<file path="config.mk">
export PLATFORM = sky130hd
export DESIGN_NAME = burst_sram_reader
export DESIGN_NICKNAME = d
export VERILOG_FILES = /design/src/rtl/burst_sram_pkg.sv /design/src/rtl/burst_cmd_decode.sv /design/src/rtl/burst_addr_ctl.sv /design/src/rtl/burst_cell_array.sv /design/src/rtl/burst_out_stage.sv /design/src/rtl/burst_sram_reader.sv
export SDC_FILE = /design/constraint.sdc
export NUM_CORES = 1
export LEC_CHECK = 0
export BUFFER_PORTS_ARGS = -buffer_cell sky130_fd_sc_hd__buf_2
export CAP_MARGIN = 20
export CORE_UTILIZATION = 59
export DETAILED_ROUTE_END_ITERATION = 10
export PLACE_DENSITY = 0.81
export RECOVER_POWER = 100
export SYNTH_ARGS = -nofsm -noshare
export SYNTH_HDL_FRONTEND = slang
export SYNTH_HIERARCHICAL = 1
export SYNTH_SLANG_ARGS = --single-unit
export TNS_END_PERCENT = 100
</file>
<file path="constraint.sdc">
create_clock -name clk -period 4.6 [get_ports clk]
set_clock_uncertainty 0.1 [all_clocks]
set_input_delay 0 -clock clk [delete_from_list [all_inputs] [get_ports clk]]
set_output_delay 0 -clock clk [all_outputs]
set_load 0.01 [all_outputs]
</file>
<file path="src/rtl/burst_sram_pkg.sv">
package burst_sram_pkg;

   typedef enum logic [1:0] {
      CMD_HOLD  = 2'd0,
      CMD_STEP  = 2'd1,
      CMD_LOAD  = 2'd2,
      CMD_DESEL = 2'd3
   } burst_cmd_e;

   function automatic logic [31:0] cell_word(input int unsigned a,
                                             input int unsigned mult,
                                             input int unsigned add);
      return 32'(a * mult + add);
   endfunction

endpackage

</file>
<file path="src/rtl/burst_cmd_decode.sv">
module burst_cmd_decode
   import burst_sram_pkg::*;
(
   input  logic       ce_n,
   input  logic       ce2_n,
   input  logic       ce2,
   input  logic       adsp_n,
   input  logic       adsc_n,
   input  logic       adv_n,
   input  logic       active,
   output burst_cmd_e cmd
);
   logic sel;
   logic strobe;

   assign sel    = !ce_n && !ce2_n && ce2;
   assign strobe = !adsp_n || !adsc_n;

   always_comb begin
      if (strobe)
         cmd = sel ? CMD_LOAD : CMD_DESEL;
      else if (active && !adv_n)
         cmd = CMD_STEP;
      else
         cmd = CMD_HOLD;
   end
endmodule

</file>
<file path="src/rtl/burst_addr_ctl.sv">
module burst_addr_ctl
   import burst_sram_pkg::*;
#(
   parameter int ADDR_W  = 8,
   parameter int BURST_W = 2
) (
   input  logic              clk,
   input  logic              rst,
   input  burst_cmd_e        cmd,
   input  logic [ADDR_W-1:0] addr,
   output logic [ADDR_W-1:0] rd_addr,
   output logic              active,
   output logic [BURST_W-1:0] cnt
);
   localparam int HI_W = ADDR_W - BURST_W;

   logic [ADDR_W-1:0]  base_q;
   logic [BURST_W-1:0] cnt_q;
   logic               act_q;

   always_ff @(posedge clk) begin
      if (rst) begin
         base_q <= '0;
         cnt_q  <= '0;
         act_q  <= 1'b0;
      end else begin
         case (cmd)
            CMD_LOAD: begin
               base_q <= addr;
               cnt_q  <= '0;
               act_q  <= 1'b1;
            end
            CMD_DESEL: begin
               cnt_q <= '0;
               act_q <= 1'b0;
            end
            CMD_STEP: cnt_q <= cnt_q + 1'b1;
            default: ;
         endcase
      end
   end

   logic [BURST_W-1:0] low_sum;
   logic [HI_W-1:0]    hi_part;
   assign low_sum = base_q[BURST_W-1:0] + cnt_q;
   assign hi_part = base_q[ADDR_W-1:BURST_W];
   assign rd_addr = {hi_part, low_sum};
   assign active  = act_q;
   assign cnt     = cnt_q;
endmodule

</file>
<file path="src/rtl/burst_cell_array.sv">
module burst_cell_array
   import burst_sram_pkg::*;
#(
   parameter int ADDR_W = 8,
   parameter int DATA_W = 16,
   parameter int MULT   = 97,
   parameter int ADD    = 13
) (
   input  logic [ADDR_W-1:0] rd_addr,
   output logic [DATA_W-1:0] rd_data
);
   localparam int DEPTH = 1 << ADDR_W;

   logic [DATA_W-1:0] cells [DEPTH];

   for (genvar i = 0; i < DEPTH; i++) begin : g_cell
      assign cells[i] = DATA_W'(cell_word(i, MULT, ADD));
   end

   assign rd_data = cells[rd_addr];
endmodule

</file>
<file path="src/rtl/burst_out_stage.sv">
module burst_out_stage #(
   parameter int DATA_W = 16,
   parameter int BYTES  = 2
) (
   input  logic              clk,
   input  logic              rst,
   input  logic              active,
   input  logic [DATA_W-1:0] rd_data,
   input  logic              oe_n,
   input  logic              gw_n,
   input  logic [BYTES-1:0]  bw_n,
   output logic [DATA_W-1:0] dout,
   output logic              dout_drive
);
   logic [DATA_W-1:0] data_q;
   logic              valid_q;
   logic              en_q;

   always_ff @(posedge clk) begin
      if (rst) begin
         data_q  <= '0;
         valid_q <= 1'b0;
         en_q    <= 1'b0;
      end else begin
         if (active)
            data_q <= rd_data;
         valid_q <= active;
         en_q    <= !oe_n && gw_n && (&bw_n);
      end
   end

   assign dout       = data_q;
   assign dout_drive = valid_q && en_q;
endmodule

</file>
<file path="src/rtl/burst_sram_reader.sv">
module burst_sram_reader
   import burst_sram_pkg::*;
#(
   parameter int ADDR_W  = 8,
   parameter int DATA_W  = 16,
   parameter int BURST_W = 2,
   parameter int MULT    = 97,
   parameter int ADD     = 13,
   localparam int BYTES  = DATA_W / 8
) (
   input  logic              clk,
   input  logic              rst,
   input  logic [ADDR_W-1:0] addr,
   input  logic              ce_n,
   input  logic              ce2_n,
   input  logic              ce2,
   input  logic              adsp_n,
   input  logic              adsc_n,
   input  logic              adv_n,
   input  logic              oe_n,
   input  logic              gw_n,
   input  logic [BYTES-1:0]  bw_n,
   output logic [DATA_W-1:0] dout,
   output logic              dout_drive
);
   if (BURST_W < 1 || BURST_W >= ADDR_W) begin : g_bad_burst
      $error("BURST_W must be at least 1 and below ADDR_W");
   end
   if (DATA_W < 8 || (DATA_W % 8) != 0) begin : g_bad_data
      $error("DATA_W must be a positive multiple of 8");
   end

   burst_cmd_e          cmd;
   logic                act_q;
   logic [BURST_W-1:0]  cnt_q;
   logic [ADDR_W-1:0]   rd_addr;
   logic [DATA_W-1:0]   rd_data;

   burst_cmd_decode u_dec (
      .ce_n   (ce_n),
      .ce2_n  (ce2_n),
      .ce2    (ce2),
      .adsp_n (adsp_n),
      .adsc_n (adsc_n),
      .adv_n  (adv_n),
      .active (act_q),
      .cmd    (cmd)
   );

   burst_addr_ctl #(.ADDR_W(ADDR_W), .BURST_W(BURST_W)) u_addr (
      .clk     (clk),
      .rst     (rst),
      .cmd     (cmd),
      .addr    (addr),
      .rd_addr (rd_addr),
      .active  (act_q),
      .cnt     (cnt_q)
   );

   burst_cell_array #(.ADDR_W(ADDR_W), .DATA_W(DATA_W),
                      .MULT(MULT), .ADD(ADD)) u_cells (
      .rd_addr (rd_addr),
      .rd_data (rd_data)
   );

   burst_out_stage #(.DATA_W(DATA_W), .BYTES(BYTES)) u_out (
      .clk        (clk),
      .rst        (rst),
      .active     (act_q),
      .rd_data    (rd_data),
      .oe_n       (oe_n),
      .gw_n       (gw_n),
      .bw_n       (bw_n),
      .dout       (dout),
      .dout_drive (dout_drive)
   );
endmodule

</file>
==> results.sh <==
export IMPL_cp_start_kind="flop"
export IMPL_startpoint="u_addr/cnt[0]"
export IMPL_irDropWorstVdd_v=0.000234
export IMPL_grt_pass1_wl_um=11600
export IMPL_hold_path_class="in -> reg"
export IMPL_synthMostInstantiatedCell="nand2_1"
export IMPL_cap_violations=0
export IMPL_syn_area_sq_um=2840
export IMPL_cts_buffers_inserted=5
export IMPL_tightest_slew_ns=1.00
export IMPL_grt_max_degree=46
export IMPL_clk_latency_ns=0.27
export IMPL_dp_cells=419
export IMPL_dieArea_sq_um=5100
export IMPL_drt_vias_per_instance=6.25
export IMPL_yosysUniqueCellTypes=69
export IMPL_path_cells="ha_1 > xnor2_1 > xnor2_1 > buf_4 > inv_1 > ha_1 > nand2b_1 > o21ai_0 > a221o_1 > a21oi_1 > mux2_2 > a311oi_2 > mux2i_1 > nor2_1"
export IMPL_dieWidth_um=71.4
export IMPL_num_io_pins=37
export IMPL_period_minus_slack_ns=3.48
export IMPL_syn_to_final_growth_pct=4.31
export IMPL_r2r_start="u_addr/cnt[0]"
export IMPL_min_period_over_period=0.757
export IMPL_antennaDiodeCount=0
export IMPL_setup_viol=0
export IMPL_cts_setup_buffers=0
export IMPL_max_stage_delay_ns=0.53
export IMPL_critical_path_class="reg -> reg"
export IMPL_p_comb_frac=0.331
export IMPL_slew_violations=0
export IMPL_p_leak_nw=1.11
export IMPL_yosys_area_top_type="dfxtp_1"
export IMPL_synth_edf_count=0
export IMPL_syn_nets=400
export IMPL_clockPowerShare=0.276
export IMPL_cp_max_fo=18
export IMPL_power_switching_uw=259
export IMPL_rows=24
export IMPL_cts_sinks=29
export IMPL_hold_buffers=12
export IMPL_yosysWarningCount=6
export IMPL_netlist_top_cells_area="dfxtp_1 (20%), mux2i_1 (7.7%), a21oi_1 (5.6%), nand2_1 (5.4%), nor2_1 (4.8%)"
export IMPL_path_clk_slew_ns=0.07
export IMPL_port_buffers=36
export IMPL_nets=413
export IMPL_r2r_slack_ns=1.12
export IMPL_intPower_uw=475
export IMPL_vias=2744
export IMPL_grt_pass1_vias=2525
export IMPL_start_util=0.631
export IMPL_arrival_ns=3.60
export IMPL_yosys_area_top_type_share=0.204
export IMPL_route_detailed_drc=0
export IMPL_clockRootBuffer="clkbuf_8"
export IMPL_critPathRequiredTime_ns=4.71
export IMPL_ant_nets=0
export IMPL_avgRoutedWirePerCell_um=15.9
export IMPL_critPathCaptureType="flop"
export IMPL_synthFlopType="dfxtp_1"
export IMPL_p_seq_frac=0.393
export IMPL_stdcell_count=439
export IMPL_crit_buf_inv=2
export IMPL_cts_tree="built"
export IMPL_synth_seq_cells=29
export IMPL_cts_max_path_buffers=2
export IMPL_drive_gt1_frac=0.140
export IMPL_setup_tns_ns=0
export IMPL_antenna_found_initial=0
export IMPL_p_sw_frac=0.353
export IMPL_cts_resized=0
export IMPL_max_freq_mhz=287
export IMPL_synth_commonest_cells="nand2_1 (41), nor2_1 (36), a21oi_1 (32)"
export IMPL_fp_dieH_um=71.4
export IMPL_wirelength_um=6960
export IMPL_status="finished clean"
export IMPL_pre_cts_slack_ns=1.20
export IMPL_hpwl_um=4380
export IMPL_cp_top_family="compound AO/OA/AOI/OAI gates"
export IMPL_syn_inst=373
export IMPL_gp_congestion=0.912
export IMPL_rsz0062_at_grt="no"
export IMPL_crit_slowest_cell="ha_1"
export IMPL_hold_start="adsp_n"
export IMPL_finalHoldViolations=0
export IMPL_power_density_nw_per_um2=248
export IMPL_synthArstFlopShare=0
export IMPL_grt_overflow=0
export IMPL_dr_pass1_iters=5
export IMPL_finalWorstSetupSlack_ns=1.12
export IMPL_slew_limit_headroom=0.331
export IMPL_syn_avg_cell_area_sq_um=7.62
export IMPL_coreArea_sq_um=4500
export IMPL_gr_usage_all_layers=0.281
export IMPL_ys_seq_area_frac=0.204
export IMPL_drt_iter0_drc=285
export IMPL_h_tree_depth=2
==> sequential cells by signal, indices dropped and copies added (netlist names) <==
signal	flops
u_addr/active	1
u_out/en_q	1
u_out/valid_q	1
u_out/dout	16
u_addr/cnt	2
u_addr/base_q	8
==> layout make-up <==
cell class                      instances  area (sq um)
Clock buffer                            6          72.6
Multi-Input combinational cell        287          1880
Tap cell                               52          65.1
Timing Repair Buffer                   53           317
Fill cell                             395          1540
Inverter                               10          37.5
Clock inverter                          2          10.0
Sequential cell                        29           582
==> final timing paths <==
| check | endpoint | depth (start not counted) |
|---|---|---|
| worst max-delay path | u_out/dout[7] | 14 |
| worst min-delay path | u_addr/active | 4 |
| worst max register to register | u_out/dout[7] | 14 |
| worst min register to register | u_addr/base_q[0] | 2 |
==> metrics by stage <==
stage / total power, mW / utilization / hold WS (ns) / cell area (sq um)
finish: 0.735 / 0.659 / 0.0517 / 2970
global route: 0.777 / 0.659 / 0.0726 / 2970
CTS: 0.734 / 0.665 / 0.0473 / 2990
detailed placement: 0.526 / 0.620 / 0.146 / 2790
global placement: 0.521 / 0.620 / 0.141 / 2790
floorplan: 0.497 / - / -0.0234 / 2840
==> logic make-up (layout without fill, tap and decap cells) <==
group	Yosys count	in the layout	share of synthesized area
AOI/OAI and AO/OA	114	114	0.266
xor gates and xnor gates	15	15	0.0515
adders and majority gates	7	7	0.0308
buffers and inverters	57	71	0.132
DFF	29	29	0.204
muxes	29	29	0.112
other	1	1	0.00132
and+or+nand+nor	121	121	0.203
==> power groups by stage <==
stage | clock [mW] | sequential (mW) | combinational, mW
global placement | 0 | 0.293 | 0.228
finish | 0.203 | 0.289 | 0.243
detailed placement | 0 | 0.294 | 0.232
floorplan | 0 | 0.276 | 0.221
CTS | 0.205 | 0.288 | 0.241
global route | 0.220 | 0.292 | 0.266
==> worst reg2reg max path, stage by stage (launching register included) <==
cell	delay, ns
dfxtp_1	0.33
ha_1	0.21
xnor2_1	0.16
xnor2_1	0.14
buf_4	0.26
inv_1	0.14
ha_1	0.53
nand2b_1	0.15
o21ai_0	0.09
a221o_1	0.29
a21oi_1	0.21
mux2_2	0.37
a311oi_2	0.23
mux2i_1	0.10
nor2_1	0.11
==> layer usage <==
| metal | global-route usage | share of wire | wire length (um) |
|---|---|---|---|
| met1 | 0.359 | 0.44 | 3080 |
| met2 | 0.484 | 0.49 | 3380 |
| met3 | 0.0422 | 0.056 | 390 |
| met4 | 0.0956 | 0.015 | 107 |
| met5 | 0 | 0 | 0 |
==> placed cells by master, fill, tap and decap left out, drive strengths merged, types with 3 or more instances in the layout <==
master,n
a21oi,34
nor3,9
clkinv,3
xnor2,9
xor2,6
a211oi,6
mux2,6
nor2,39
o22ai,6
inv,9
o2111ai,3
o21ai,29
nand3,5
buf,24
ha,7
o211ai,5
a31oi,4
nand2b,11
o221ai,3
nor2b,4
dlygate4sd3,12
mux2i,22
clkbuf,23
dfxtp,29
nand2,42
a21o,4
No activity file was read; power rests on OpenSTA's default activity.
